`src/rtl/ext_irq_sense_pkg.sv`:
```
package ext_irq_sense_pkg;

   localparam int unsigned CODE_W = 2;

   typedef enum logic [CODE_W-1:0] {
      SENSE_LOW  = 2'b00,
      SENSE_RSVD = 2'b01,
      SENSE_FALL = 2'b10,
      SENSE_RISE = 2'b11
   } sense_e;

endpackage

```
`src/rtl/eis_sync.sv`:
```
module eis_sync #(
   parameter int unsigned WIDTH  = 4,
   parameter int unsigned STAGES = 2
) (
   input  logic             clk,
   input  logic             rst_n,
   input  logic [WIDTH-1:0] d_i,
   output logic [WIDTH-1:0] q_o
);

   logic [WIDTH-1:0] chain [STAGES];

   for (genvar s = 0; s < STAGES; s++) begin : g_stage
      if (s == 0) begin : g_first
         always_ff @(posedge clk or negedge rst_n) begin
            if (!rst_n) chain[s] <= '0;
            else        chain[s] <= d_i;
         end
      end else begin : g_next
         always_ff @(posedge clk or negedge rst_n) begin
            if (!rst_n) chain[s] <= '0;
            else        chain[s] <= chain[s-1];
         end
      end
   end

   assign q_o = chain[STAGES-1];

endmodule

```
`src/rtl/eis_warmup.sv`:
```
module eis_warmup #(
   parameter int unsigned STAGES = 2
) (
   input  logic clk,
   input  logic rst_n,
   output logic ready_o
);

   localparam int unsigned LIMIT = STAGES + 1;
   localparam int unsigned CNT_W = $clog2(LIMIT + 1);
   localparam logic [CNT_W-1:0] LIMIT_V = CNT_W'(LIMIT);

   logic [CNT_W-1:0] cnt_q;

   always_ff @(posedge clk or negedge rst_n) begin
      if (!rst_n)               cnt_q <= '0;
      else if (cnt_q != LIMIT_V) cnt_q <= cnt_q + 1'b1;
   end

   assign ready_o = (cnt_q == LIMIT_V);

endmodule

```
`src/rtl/eis_ctrl_reg.sv`:
```
module eis_ctrl_reg #(
   parameter int unsigned WIDTH = 8
) (
   input  logic             clk,
   input  logic             rst_n,
   input  logic             wr_en_i,
   input  logic [WIDTH-1:0] wr_data_i,
   output logic [WIDTH-1:0] q_o
);

   always_ff @(posedge clk or negedge rst_n) begin
      if (!rst_n)       q_o <= '0;
      else if (wr_en_i) q_o <= wr_data_i;
   end

endmodule

```
`src/rtl/eis_pin_sense.sv`:
```
module eis_pin_sense
   import ext_irq_sense_pkg::*;
(
   input  logic              clk,
   input  logic              rst_n,
   input  logic              ready_i,
   input  logic              level_i,
   input  logic              ack_i,
   input  logic              enable_i,
   input  logic [CODE_W-1:0] code_i,
   output logic              irq_o,
   output logic              pend_o,
   output logic              prev_o
);

   logic   prev_q;
   logic   pend_q;
   logic   pend_d;
   logic   edge_hit;
   logic   raw_req;
   sense_e mode;

   assign mode = sense_e'(code_i);

   // previous sample tracks the synchroniser also during warm-up (preset)
   always_ff @(posedge clk or negedge rst_n) begin
      if (!rst_n) prev_q <= 1'b0;
      else        prev_q <= level_i;
   end

   always_comb begin
      edge_hit = 1'b0;
      raw_req  = 1'b0;
      unique case (mode)
         SENSE_LOW:  raw_req = ready_i & ~level_i;
         SENSE_RSVD: raw_req = 1'b0;
         SENSE_FALL: begin
            edge_hit = ready_i & prev_q & ~level_i;
            raw_req  = pend_q;
         end
         SENSE_RISE: begin
            edge_hit = ready_i & ~prev_q & level_i;
            raw_req  = pend_q;
         end
         default: raw_req = 1'b0;
      endcase
   end

   always_comb begin
      pend_d = pend_q;
      if (mode != SENSE_RSVD) begin
         if (edge_hit)   pend_d = 1'b1;
         else if (ack_i) pend_d = 1'b0;
      end
   end

   always_ff @(posedge clk or negedge rst_n) begin
      if (!rst_n) pend_q <= 1'b0;
      else        pend_q <= pend_d;
   end

   assign irq_o  = raw_req & enable_i;
   assign pend_o = pend_q;
   assign prev_o = prev_q;

endmodule

```
`src/rtl/ext_irq_sense.sv`:
```
module ext_irq_sense
   import ext_irq_sense_pkg::*;
#(
   parameter int unsigned NUM_PINS    = 4,
   parameter int unsigned SYNC_STAGES = 2,
   localparam int unsigned REG_W      = NUM_PINS * CODE_W
) (
   input  logic                clk,
   input  logic                rst_n,
   input  logic                wr_en,
   input  logic [REG_W-1:0]    wr_data,
   output logic [REG_W-1:0]    rd_data,
   input  logic [NUM_PINS-1:0] pin_in,
   input  logic [NUM_PINS-1:0] mask_in,
   input  logic                gie_in,
   input  logic [NUM_PINS-1:0] ack_in,
   output logic [NUM_PINS-1:0] irq_out
);

   if (NUM_PINS < 1 || NUM_PINS > 16) begin : g_chk_pins
      $error("ext_irq_sense: NUM_PINS must be within 1..16");
   end
   if (SYNC_STAGES < 2 || SYNC_STAGES > 4) begin : g_chk_sync
      $error("ext_irq_sense: SYNC_STAGES must be within 2..4");
   end

   logic [REG_W-1:0]    ctrl_q;
   logic [NUM_PINS-1:0] pin_sync;
   logic [NUM_PINS-1:0] prev_q;
   logic [NUM_PINS-1:0] pend_q;
   logic                warm_ready;

   eis_ctrl_reg #(.WIDTH(REG_W)) u_ctrl (
      .clk       (clk),
      .rst_n     (rst_n),
      .wr_en_i   (wr_en),
      .wr_data_i (wr_data),
      .q_o       (ctrl_q)
   );

   eis_sync #(.WIDTH(NUM_PINS), .STAGES(SYNC_STAGES)) u_sync (
      .clk   (clk),
      .rst_n (rst_n),
      .d_i   (pin_in),
      .q_o   (pin_sync)
   );

   eis_warmup #(.STAGES(SYNC_STAGES)) u_warm (
      .clk     (clk),
      .rst_n   (rst_n),
      .ready_o (warm_ready)
   );

   for (genvar k = 0; k < NUM_PINS; k++) begin : g_pin
      eis_pin_sense u_pin (
         .clk      (clk),
         .rst_n    (rst_n),
         .ready_i  (warm_ready),
         .level_i  (pin_sync[k]),
         .ack_i    (ack_in[k]),
         .enable_i (mask_in[k] & gie_in),
         .code_i   (ctrl_q[k*CODE_W +: CODE_W]),
         .irq_o    (irq_out[k]),
         .pend_o   (pend_q[k]),
         .prev_o   (prev_q[k])
      );
   end

   assign rd_data = ctrl_q;

endmodule

```
`config.mk`:
```
export PLATFORM = sky130hd
export DESIGN_NAME = ext_irq_sense
export DESIGN_NICKNAME = d
export VERILOG_FILES = /design/src/rtl/ext_irq_sense_pkg.sv /design/src/rtl/eis_sync.sv /design/src/rtl/eis_warmup.sv /design/src/rtl/eis_ctrl_reg.sv /design/src/rtl/eis_pin_sense.sv /design/src/rtl/ext_irq_sense.sv
export SDC_FILE = /design/constraint.sdc
export NUM_CORES = 1
export LEC_CHECK = 0
export ABC_CLOCK_PERIOD_IN_PS = 3700
export BUFFER_PORTS_ARGS = -buffer_cell sky130_fd_sc_hd__buf_2
export CAP_MARGIN = 20
export CORE_AREA = 2 2 64 66
export CTS_CLUSTER_SIZE = 28
export DETAILED_ROUTE_END_ITERATION = 8
export DIE_AREA = 0 0 66 68
export PLACE_DENSITY = 0.46
export SYNTH_ARGS = -nofsm -noshare
export SYNTH_HDL_FRONTEND = slang
export SYNTH_SLANG_ARGS = --single-unit
```
`constraint.sdc`:
```
create_clock -name clk -period 3.7 [get_ports clk]
set_input_delay 0.555 -clock clk [delete_from_list [all_inputs] [get_ports clk]]
set_output_delay 0.555 -clock clk [all_outputs]
set_load 0.02 [all_outputs]
```
### After elaboration in Yosys (flattened, before gate mapping)

Cells that the tools add are included.

| storage, ports and cells | value |
|---|---|
| logic and storage cells | 99 |
| bits in registers | 26 |
| ROM bits | 0 |
| bits in latches | 0 |
| input port bits | 24 |
| memory bits (writable) | 0 |
| memories | 0 |
| output and inout port bits | 12 |

| operators by class | value |
|---|---|
| muxes and demuxes | 16 |
| reduce and logical (&&, ||, !) cells | 16 |
| equal/unequal tests | 18 |
| add/sub/neg operators | 1 |
| divide/modulo/power cells | 0 |
| multiply operators | 0 |
| bitwise logic cells | 36 |
| order comparisons | 0 |
| shifts and indexed selects | 0 |

Operator list:

| operator | count |
|---|---|
| $and 1x1->1 | 28 |
| $eq 2x2->1 const B | 9 |
| $pmux 1 s3 | 4 |
| $eq 2x1->1 const B | 4 |
| $logic_not 2->1 | 4 |
| $mux 1 | 8 |
| $ne 2x1->1 const B | 4 |
| $not 1->1 | 8 |
| $pmux 1 s2 | 4 |
| $reduce_and 2->1 | 4 |
| $reduce_bool 2->1 | 4 |
| $reduce_or 2->1 | 4 |
| $add 2x1->2 const B | 1 |
| $ne 2x2->1 const B | 1 |

### Longest topological paths before layout

Gate-level depths: netlist of run 1.

| depth | value |
|---|---|
| depth after elaboration | 6 |
| gate-level depth with buffers | 6 |
| mapped depth without buffers | 4 |

### By module

From an unflattened synthesis of run 1, not the netlist that was laid out.

| unflattened totals | value |
|---|---|
| cell total of the unflattened synthesis | 83 |
| area, all modules | 1116.1 um2 |

Modules (own cells, without submodules):

| module | instances | cells each | area an instance (um2) | seq. area each (um2) |
|---|---|---|---|---|
| eis_pin_sense | 4 | 11 | 107.6 | 50.0 |
| eis_ctrl_reg | 1 | 17 | 331.6 | 200.2 |
| eis_sync | 1 | 12 | 230.2 | 200.2 |
| eis_warmup | 1 | 6 | 98.8 | 50.0 |
| ext_irq_sense | 1 | 4 | 25.0 | 0.0 |

### Worst setup path before layout of run 1

Ideal clock, no wire load.

| timing | value |
|---|---|
| path kind | reg-to-output |
| start | reg u_warm.cnt_q[0] |
| end | out irq_out[1] |
| required time | 3.145 ns |
| stages on the path, launching flop included | 7 |
| buffers on the path | 2 |
| setup slack | 1.989 ns |
| data arrival time | 1.156 ns |
| cells stage by stage | dfrtp_1 ha_1 buf_4 nor4b_1 a21oi_1 nor2_1 buf_4 |

| between the ends | value |
|---|---|
| cells in the longest elaborated chain, start to end | 4 |

RTL lines:

| element | line | text |
|---|---|---|
| from (decl) | eis_warmup.sv:13 | `logic [CNT_W-1:0] cnt_q;` |
| from (signal assigned) | eis_warmup.sv:17 | `else if (cnt_q != LIMIT_V) cnt_q <= cnt_q + 1'b1;` |
| $eq 2x2->1 | eis_warmup.sv:20 | `assign ready_o = (cnt_q == LIMIT_V);` |
| $and 1x1->1 | eis_pin_sense.sv:35 | `SENSE_LOW: raw_req = ready_i & ~level_i;` |
| $pmux 1 s3 | eis_pin_sense.sv:34 | `unique case (mode)` |
| $and 1x1->1 | eis_pin_sense.sv:62 | `assign irq_o = raw_req & enable_i;` |
| to (decl) | ext_irq_sense.sv:17 | `output logic [NUM_PINS-1:0] irq_out` |

Every way passes these cells.

### Worst setup path in the final report of run 1

| timing | value |
|---|---|
| start | reg u_warm.cnt_q[0] |
| end | out irq_out[2] |

The elaborated chain is that of the path after synthesis.

==> impl_results.md, run 1 <==
- CP required: approximately 3.1 ns
- Setup ws final: 1.51 ns
- Post-Place Worst Slack: about 1.8 ns
- Worst hold slack: 0.276 ns
- Fin Setup TNS: 0 ns
- H-tree depth: 1
- Worst Setup Start Kind: flop
- I/O Buffers: 35
- ANT nets after route: 0
- Slowest CP cell: dfrtp_1
- Max_slew headroom: 62.4%
- Hold/Removal Path Class: input pin to async pin
- Die H: 68 um
- Critical path's top delay family: simple AND/OR/NAND/NOR gates
- Core area: 0.00386 mm^2
- Critical Path Stages: 5
- Worst reg2reg path depth: 2
- I/O pin count: 36
- Crit-path cells: ha_1 > nor4b_1 > a21oi_1 > nor2_1 > buf_2
- Peak supply drop: 0.127 mV
- Max-capacitance violation count: 0
- RSZ-0062 raised after global routing: false
- Number of antenna violations at the first check in global routing: 0
- Final wirelength: 1.99 mm
- Crit. End Element: output port
- Slew @ Worst Pin: 0.565 ns
- Max Fanout on Critical Path: 10
- Final #Nets: 146
- Clk buf depth: 2
- R2R Setup Slk: between 2 and 2.5 ns
- Worst setup path end: irq_out[2]
- Layout cells sized above 1: 38.7%
- Drt first pass iters: 4
- Setup bufs post-CTS: 0
- Layout Area Growth over Synthesis: 22.8%
- Cts bufs inserted: 3
- CTS Sinks: 26
- First-pass GRT wire length: 3.20 mm
- Final Max Tran Viols: 0
- Ant diodes: 0
- Initial core utilization: 26.9%
- Critical Path AT: roughly 1.6 ns
- Gpl congestion: 0.662
- #FFs+latches synth: 26
- Synthesized net count: 112
- Largest net degree at the start of global routing: 27
- TritonCTS clock tree: built
- # resized after CTS: 0
- Setup Viol. Count Final: 0
- Final Hold Vio Count: 0
- Worst R2R End: u_warm.cnt_q[1]
- Minimum clock period: 2.19 ns
- Post-synth cell types: 18
- Skew final: 0.00226 ns
- Synth Instances: 87
- Power Density: around 430 mW/mm^2
- FMAX: 456 MHz
- Drt drc: 0
- Critical path class: flop to output port
- GRT Total Usage: about a tenth
- Most frequent cells in the layout: 35 x buf_2, 26 x dfrtp_1, 12 x nand2_1
- Yosys Warn Count: 0
- Number of global-route vias before repair: between 600 and 700
- Seq/Total Area, Yosys: 62.7%
- Vias per inst: approximately 4.4
- Crit path launch: u_warm.cnt_q[0]
- Most common cell after layout, fill and taps aside: buf_2
- Initial DRC Count: 18
- Mapped Avg Cell Area: 11.9 um^2
- Reg clk slew, reported paths: 0.08 ns
- Via count: 744
- Clock root cell: clkbuf_8
- Syn Std Cell Area: 0.00104 mm^2
- Hold buffer count at CTS: 0
- Die width: 66 um
- WL per Instance: 11.8 um
- Worst path bufs/invs: 1
- Total gr overflow: 0
- Fin util: 33.1%
- Dpl hpwl: 1.48 mm
- Tcrit/Tclk final: 59.3%
- Clock Latency Late Sink: approximately 0.26 ns
- Die area: 0.00449 mm^2
- Num rows: 23
- FF-to-FF Start: u_warm.cnt_q[0]
- CP peak stage delay: 0.37 ns
- Lkg Pwr: 0.606 nW
- Status: completed
## worst min path at each step
stage	end	cells after the start	slack, ns	from
4_1_cts	u_ctrl.q_o[5]	1	0.30	rst_n
2_1_floorplan	g_pin[0].u_pin.pend_o	0	0.26	rst_n
6_report	u_ctrl.q_o[5]	1	0.28	rst_n
5_1_grt	u_ctrl.q_o[5]	1	0.32	rst_n
3_5_place_dp	u_sync.q_o[2]	0	0.33	u_sync.chain[6]
3_3_place_gp	u_sync.q_o[0]	0	0.33	u_sync.chain[4]
## worst reg2reg max path, cell delays in order (launching register included)
cell	delay, ns
dfrtp_1	0.37
ha_1	0.36
mux2_2	0.37
## synth_stat cells (all sizes together)
| cell | n | area share (%) |
|---|---|---|
| mux2 | 5 | 5.4 |
| nor4b | 4 | 3.4 |
| buf | 6 | 4.1 |
| o21ai | 11 | 5.3 |
| xnor2 | 1 | 0.84 |
| or3b | 3 | 2.5 |
| inv | 4 | 1.4 |
| o22ai | 1 | 0.60 |
| nand2 | 12 | 4.3 |
| nor2 | 4 | 1.4 |
| ha | 1 | 1.2 |
| nand2b | 1 | 0.60 |
| dfrtp | 26 | 63 |
| a21oi | 4 | 1.9 |
| a32o | 4 | 4.2 |
## layout make-up
class / instances / area [um^2]
fill: 399 / 2580
multi-input combinational: 51 / 330
timing repair buffer: 35 / 175
tap: 50 / 62.6
sequential: 26 / 651
clock buffer: 3 / 41.3
inverter: 4 / 15.0
## logic make-up after synthesis
kind of cell / after synthesis / share of synthesized area [%]
xor gates and xnor gates: 1 / 0.844
AOI/OAI and AO/OA: 20 / 12.0
DFF: 26 / 62.7
and+or+nand+nor: 24 / 12.3
buffers and inverters: 10 / 5.54
adders and majority gates: 1 / 1.20
muxes: 5 / 5.42
## sequential cells by signal (all words and copies together) (netlist names)
name	flops
u_sync.q_o	4
u_warm.cnt_q	2
u_ctrl.q_o	8
g_pin.u_pin.prev_o	4
g_pin.u_pin.pend_o	4
u_sync.chain	4
## per-stage QoR
step | cells | cell area (um^2) | power [mW]
floorplan | 87 | 1040 | 0.373
global placement | 166 | 1230 | 0.406
detailed placement | 166 | 1230 | 0.408
CTS | 169 | 1270 | 0.563
global route | 169 | 1270 | 0.586
finish | 169 | 1270 | 0.552
## power breakdown
group          switching [mW]  leakage [nW]  internal (mW)
Sequential             0.0187         0.304          0.306
Clock                  0.0790        0.0216         0.0727
Combinational          0.0406         0.281         0.0353
Total                   0.138         0.606          0.414
## layer usage
metal | vias to the layer above | GRT usage [%] | routed length, um
met2 | 28 | 15.0 | 966
met4 | 0 | 4.59 | 20
met1 | 349 | 12.8 | 876
li1 | 365 | - | -
met3 | 2 | 2.30 | 128
met5 | - | 0 | 0
Power figures use the tool's default switching activity.
==> run 2: changes to the inputs <==
ABC_CLOCK_PERIOD_IN_PS = 1800   (was 3700)
PLACE_DENSITY = 0.48   (was 0.46)
clock period = 1.8 ns   (was 3.7 ns; I/O delays follow)
==> run 2 against run 1 <==
The run now ends with hold timing left. Final area is 3.5% higher. First-iteration DRC count rose to 2.6 times the previous value. Clock power rose by 110%. Wire length up 5.3%. Final cell count grew 0.59%. Die area is the same. Core utilization is 1.2 points higher. Via count increased by 2.4%. Flip-flop and latch count did not move. Critical endpoint is now irq_out[3]. Clock-buffer cell count stayed put. Largest cell class unchanged.
==> impl_results.md, run 2 (same netlist as run 1, synthesis figures left out) <==
- Critical Path AT: 1.42 ns (-0.22 ns)
- H-tree depth: 1 (unchanged)
- Max Fanout on Critical Path: 10 (unchanged)
- Number of global-route vias before repair: 703 (+5.7%)
- I/O Buffers: 35 (unchanged)
- Num rows: 23 (unchanged)
- Crit. End Element: output port
- Initial DRC Count: 46 (+28)
- GRT Total Usage: 9.35% (-0.31 points)
- Largest net degree at the start of global routing: 27 (unchanged)
- FF-to-FF Start: u_sync.q_o[0]
- Die area: 0.00449 mm^2 (unchanged)
- Fin Setup TNS: 0 ns (unchanged)
- Clock Latency Late Sink: 0.26 ns (about the same)
- Setup Viol. Count Final: 0 (unchanged)
- Slew @ Worst Pin: 0.583 ns (+0.0180 ns)
- Clk buf depth: 2 (unchanged)
- Hold/Removal Path Class: input pin to async pin
- Clock root cell: clkbuf_8
- Top reg by flops: u_ctrl.q_o
- Met1 Usage GRT: 12.0% (-0.81 points)
- Failing checks: hold timing
- Die width: 66 um (unchanged)
- Number of antenna violations at the first check in global routing: 0 (unchanged)
- Via count: 762 (+2.4%)
- Max_slew headroom: 61.2% (-1.2 points)
- Initial core utilization: 26.9% (unchanged)
- Core area: 0.00386 mm^2 (unchanged)
- CTS Sinks: 26 (unchanged)
- Dpl hpwl: 1.45 mm (-1.9%)
- Most frequent cells in the layout: 35 x buf_2, 26 x dfrtp_1, 12 x nand2_1
- Final wirelength: 2.10 mm (+5.3%)
- Max FFs per register: 8 (unchanged)
- Most common cell after layout, fill and taps aside: buf_2
- Peak supply drop: 0.289 mV (+130%)
- Max-capacitance violation count: 0 (unchanged)
- Minimum clock period: 1.69 ns
- Critical path class: flop to output port
- Cts bufs inserted: 3 (unchanged)
- Worst reg2reg path depth: 3 (+1)
- Drt drc: 0 (unchanged)
- Ant diodes: 0 (unchanged)
- Final Max Tran Viols: 0 (unchanged)
- R2R Setup Slk: 0.68 ns (-1.81 ns)
- Status: complete, but fails checks
- Power Density: 870 mW/mm^2 (+100%)
- Worst Setup Start Kind: flop
- Grt peak-use layer: met2
- Hold buffer count at CTS: 0 (unchanged)
- Layout cells sized above 1: 43.3% (+4.7 points)
- WL per Instance: 12.3 um (+4.7%)
- CP required: 1.53 ns (-1.61 ns)
- FMAX: 593 MHz
- Die H: 68 um (unchanged)
- Layout Area Growth over Synthesis: 27.1%
- Final Hold Vio Count: 6 (+6)
- ANT nets after route: 0 (unchanged)
- Tcrit/Tclk final: between 90% and 100%
- Drt first pass iters: 4 (unchanged)
- Met3 usage: 1.97% (-0.33 points)
- TritonCTS clock tree: built
- Met2 usage: 15.5% (+0.51 points)
- Worst R2R End: g_pin[0].u_pin.pend_o
- Reg clk slew, reported paths: 0.08 ns (about the same)
- Gpl congestion: 0.703 (+6.2%)
- Power after layout: 1.15 mW (+110%)
- Vias per inst: 4.48 (+1.8%)
- Final #Nets: 147 (+0.68%)
- Skew final: 0.00160 ns (-0.000655 ns)
- Worst hold slack: -0.00106 ns (-0.277 ns)
- First-pass GRT wire length: 3.11 mm (-3.0%)
- Lkg Pwr: 0.622 nW (+2.6%)
- Total gr overflow: 0 (unchanged)
- I/O pin count: 36 (unchanged)
[run 2: changes by cell type in the layout (fill, tap and decap cells not counted), sizes merged]
cell	change
buf	+1
[run 2: area by class of cell]
class	count	area [um^2]
fill	424	2540
multi-input combinational	51	368
sequential	26	651
inverter	4	15.0
timing repair buffer	36	183
clock buffer	3	41.3
tap	50	62.6
[run 2: how the worst max path moves through the flow]
stage / startpoint / cells after the start / end
2_1_floorplan: u_warm.cnt_q[0] / 6 / irq_out[1]
3_3_place_gp: u_warm.cnt_q[0] / 5 / irq_out[2]
3_5_place_dp: u_warm.cnt_q[0] / 5 / irq_out[2]
4_1_cts: u_warm.cnt_q[0] / 5 / irq_out[2]
5_1_grt: u_warm.cnt_q[1] / 5 / irq_out[2]
6_report: u_warm.cnt_q[0] / 5 / irq_out[3]
[run 2: routing by layer]
metal  vias up  wire length, um
met5         -                0
met4         0               25
met3         4              127
met2        24             1030
met1       367              910
li1        367                -
[run 2: timing repair]
action,CTS,global route
resized for setup,2,4
hold endpoints to repair,0,0
buffers inserted,0,1
gates cloned,0,0
setup endpoints to repair,4,4
[run 2: critical path, stage by stage, from the launching register on]
cell and delay (ns):
dfrtp_1 0.40, ha_4 0.22, nor4b_2 0.22, a21oi_1 0.07
nor2_1 0.08, buf_2 0.16
[run 2: report_power, final]
part	internal [mW]	total, mW	switching [mW]	leakage, nW
registers	0.628	0.671	0.0428	0.304
clock network	0.150	0.319	0.169	0.0216
logic	0.0752	0.158	0.0829	0.296
total	0.853	1.15	0.295	0.622
[run 2: metrics by stage]
step / cell area, um^2 / cells / util [%] / hold WS, ns / setup slack [ns]
after floorplan: 1040 / 87 / - / -0.0256 / 0.374
after global placement: 1230 / 166 / 32.0 / 0.304 / 0.223
after detailed placement: 1230 / 166 / 32.0 / 0.311 / 0.165
after CTS: 1290 / 169 / 33.4 / 0.0199 / 0.0114
after global routing: 1320 / 170 / 34.2 / 0.0283 / -0.0324
final: 1320 / 170 / 34.2 / -0.00106 / 0.115
==> run 3: changes to the inputs <==
ABC_CLOCK_PERIOD_IN_PS = 1900   (was 1800)
PLACE_DENSITY = 0.46   (was 0.48)
clock period = 1.9 ns   (was 1.8 ns; I/O delays follow)
==> run 3 against run 2 <==
The run now ends clean. Flip-flop and latch count is the same. Die area is the same. Via count shrank 3.1%. Sequential share of layout area grew 0.76 points. Critical path type unchanged. Wire length shrank 3.1%. Non-clock buffer count shrank 1. Critical path depth is the same. Critical endpoint unchanged.
==> impl_results.md, run 3 (same netlist as run 1, synthesis figures left out) <==
- Status: completed
- Final Instance Count excl. Fillers: 169 (-0.59%)
- Die H: 68 um (unchanged)
- Power Internal: 0.807 mW (-5.4%)
- Number of global-route vias before repair: 663 (-5.7%)
- Setup bufs post-CTS: 0 (unchanged)
- Most common cell after layout, fill and taps aside: buf_2
- WL per Instance: 12.0 um (-2.6%)
- First-pass GRT wire length: 3.19 mm (+2.6%)
- Cts bufs inserted: 3 (unchanged)
- Slew @ Worst Pin: 0.567 ns (-0.0152 ns)
- Top reg by flops: u_ctrl.q_o
- Initial core utilization: 26.9% (unchanged)
- Gpl congestion: 0.662 (-5.8%)
- Final #Nets: 146 (-0.68%)
- Final Hold Vio Count: 0 (-6)
- Peak supply drop: 0.247 mV (-14%)
- FMAX: 568 MHz
- Initial DRC Count: 18 (-61%)
- Clk buf depth: 2 (unchanged)
- Minimum clock period: 1.76 ns
- Via count: 738 (-3.1%)
- Skew final: 0.00273 ns (+0.00113 ns)
- Total gr overflow: 0 (unchanged)
- Worst setup path end: irq_out[3]
- I/O pin count: 36 (unchanged)
- FF-to-FF Start: u_sync.q_o[2]
- CTS Sinks: 26 (unchanged)
- Hold/Removal Path Class: input pin to async pin
- Critical Path AT: 1.47 ns (+0.05 ns)
- Drt drc: 0 (unchanged)
- Net Sw Power: 0.272 mW (-7.9%)
- Final wirelength: 2.03 mm (-3.1%)
- Largest net degree at the start of global routing: 27 (unchanged)
- Drt first pass iters: 4 (unchanged)
- Max-capacitance violation count: 0 (unchanged)
- Worst R2R End: g_pin[2].u_pin.pend_o
- Final Cell Area: 0.00130 mm^2 (-1.5%)
- Core area: 0.00386 mm^2 (unchanged)
- Reg clk slew, reported paths: 0.08 ns (about the same)
- Most frequent cells in the layout: 35 x buf_2, 26 x dfrtp_1, 12 x nand2_1
- Switching portion of total power: 25.2% (-0.50 points)
- Fin util: 33.7% (-0.52 points)
- Layout cells sized above 1: 41.2% (-2.2 points)
- CP required: 1.62 ns (+0.09 ns)
- Final Max Tran Viols: 0 (unchanged)
- Vias per inst: 4.37 (-2.6%)
- R2R Setup Slk: 0.79 ns (+0.11 ns)
- Reg power frac: 58.8% (+0.3 points)
- Max FFs per register: 8 (unchanged)
- Ant diodes: 0 (unchanged)
- Area after DPL: 0.00123 mm^2 (unchanged)
- Tcrit/Tclk final: roughly 93%
- Power after layout: 1.08 mW (-6.1%)
- Dpl hpwl: 1.48 mm (+1.9%)
- Post-Place Cells: 166 (unchanged)
- Part of the power in combinational logic: 13.9% (about the same)
- Die width: 66 um (unchanged)
- Worst Setup Start Kind: flop
- Die area: 0.00449 mm^2 (unchanged)
- Clock Power Share: 27.4% (-0.4 points)
- Max Fanout on Critical Path: 10 (unchanged)
- Lkg Pwr: 0.613 nW (-1.5%)
- Fin Setup TNS: 0 ns (unchanged)
- Slowest CP cell: dfrtp_1
- Worst reg2reg path depth: 3 (unchanged)
- Clock Latency Late Sink: 0.26 ns (about the same)
- Crit path launch: u_warm.cnt_q[0]
- Crit-path cells: ha_4 > nor4b_1 > a21oi_1 > nor2_1 > buf_2
- TritonCTS clock tree: built
- H-tree depth: 1 (unchanged)
- Clock root cell: clkbuf_8
- I/O Buffers: 35 (unchanged)
- ANT nets after route: 0 (unchanged)
- Number of antenna violations at the first check in global routing: 0 (unchanged)
- CP peak stage delay: 0.41 ns (about the same)
- Critical path class: flop to output port
- Max_slew headroom: 62.2% (+1.0 points)
- # fillers: 401 (-5.4%)
- Setup Viol. Count Final: 0 (unchanged)
- GRT Total Usage: 9.63% (+0.28 points)
- Num rows: 23 (unchanged)
- Crit. End Element: output port
- Power Density: 830 mW/mm^2 (-4.6%)
- Layout Area Growth over Synthesis: 25.2%
-- run 3: worst max-delay path: cells and delay by family, from the launching register on --
family	cells	cell delay (ns)
buf+inv	1	0.16
fa+ha+maj	1	0.21
flops	1	0.41
simple gates	2	0.35
compound gates	1	0.08
-- run 3: worst min path at each step --
stage          start               endpoint  depth (start not counted)
5_1_grt        rst_n          u_ctrl.q_o[5]                          1
6_report       rst_n          u_ctrl.q_o[5]                          1
3_3_place_gp   rst_n          u_ctrl.q_o[4]                          1
4_1_cts        rst_n          u_ctrl.q_o[5]                          1
2_1_floorplan  rst_n  g_pin[0].u_pin.pend_o                          0
3_5_place_dp   rst_n          u_ctrl.q_o[5]                          1
-- run 3: layout make-up --
| type | instances | area, um^2 | area share [%] |
|---|---|---|---|
| Sequential cell | 26 | 651 | 50.0 |
| Multi-Input combinational cell | 51 | 355 | 27.3 |
| Timing Repair Buffer | 35 | 175 | 13.5 |
| Tap cell | 50 | 62.6 | 4.81 |
| Clock buffer | 3 | 41.3 | 3.18 |
| Inverter | 4 | 15.0 | 1.15 |
-- run 3: routing by layer --
layer  global-route usage, %  wire, um
met1                    12.7       882
met2                    15.0      1000
met3                    2.30       123
met4                    4.59        20
met5                       0         0
-- run 3: repair_timing --
item                       4_1_cts  5_1_grt
cloned                           0        0
hold buffers                     0        0
setup endpoints to repair        4        4
resized for setup                1        3
-- run 3: metrics by stage --
stage	hold WS [ns]	worst slack (ns)
2_1_floorplan	-0.0106	0.459
3_3_place_gp	0.326	0.289
3_5_place_dp	0.319	0.254
4_1_cts	0.0291	0.0510
5_1_grt	0.0507	-0.00209
6_report	0.00645	0.140
-- run 3: power by group through the flow --
stage | Combinational (mW) | Sequential, mW | Clock [mW]
4_1_cts | 0.152 | 0.632 | 0.313
5_1_grt | 0.167 | 0.642 | 0.336
6_report | 0.149 | 0.634 | 0.295
2_1_floorplan | 0.0707 | 0.655 | 0
3_3_place_gp | 0.149 | 0.641 | 0
3_5_place_dp | 0.151 | 0.642 | 0
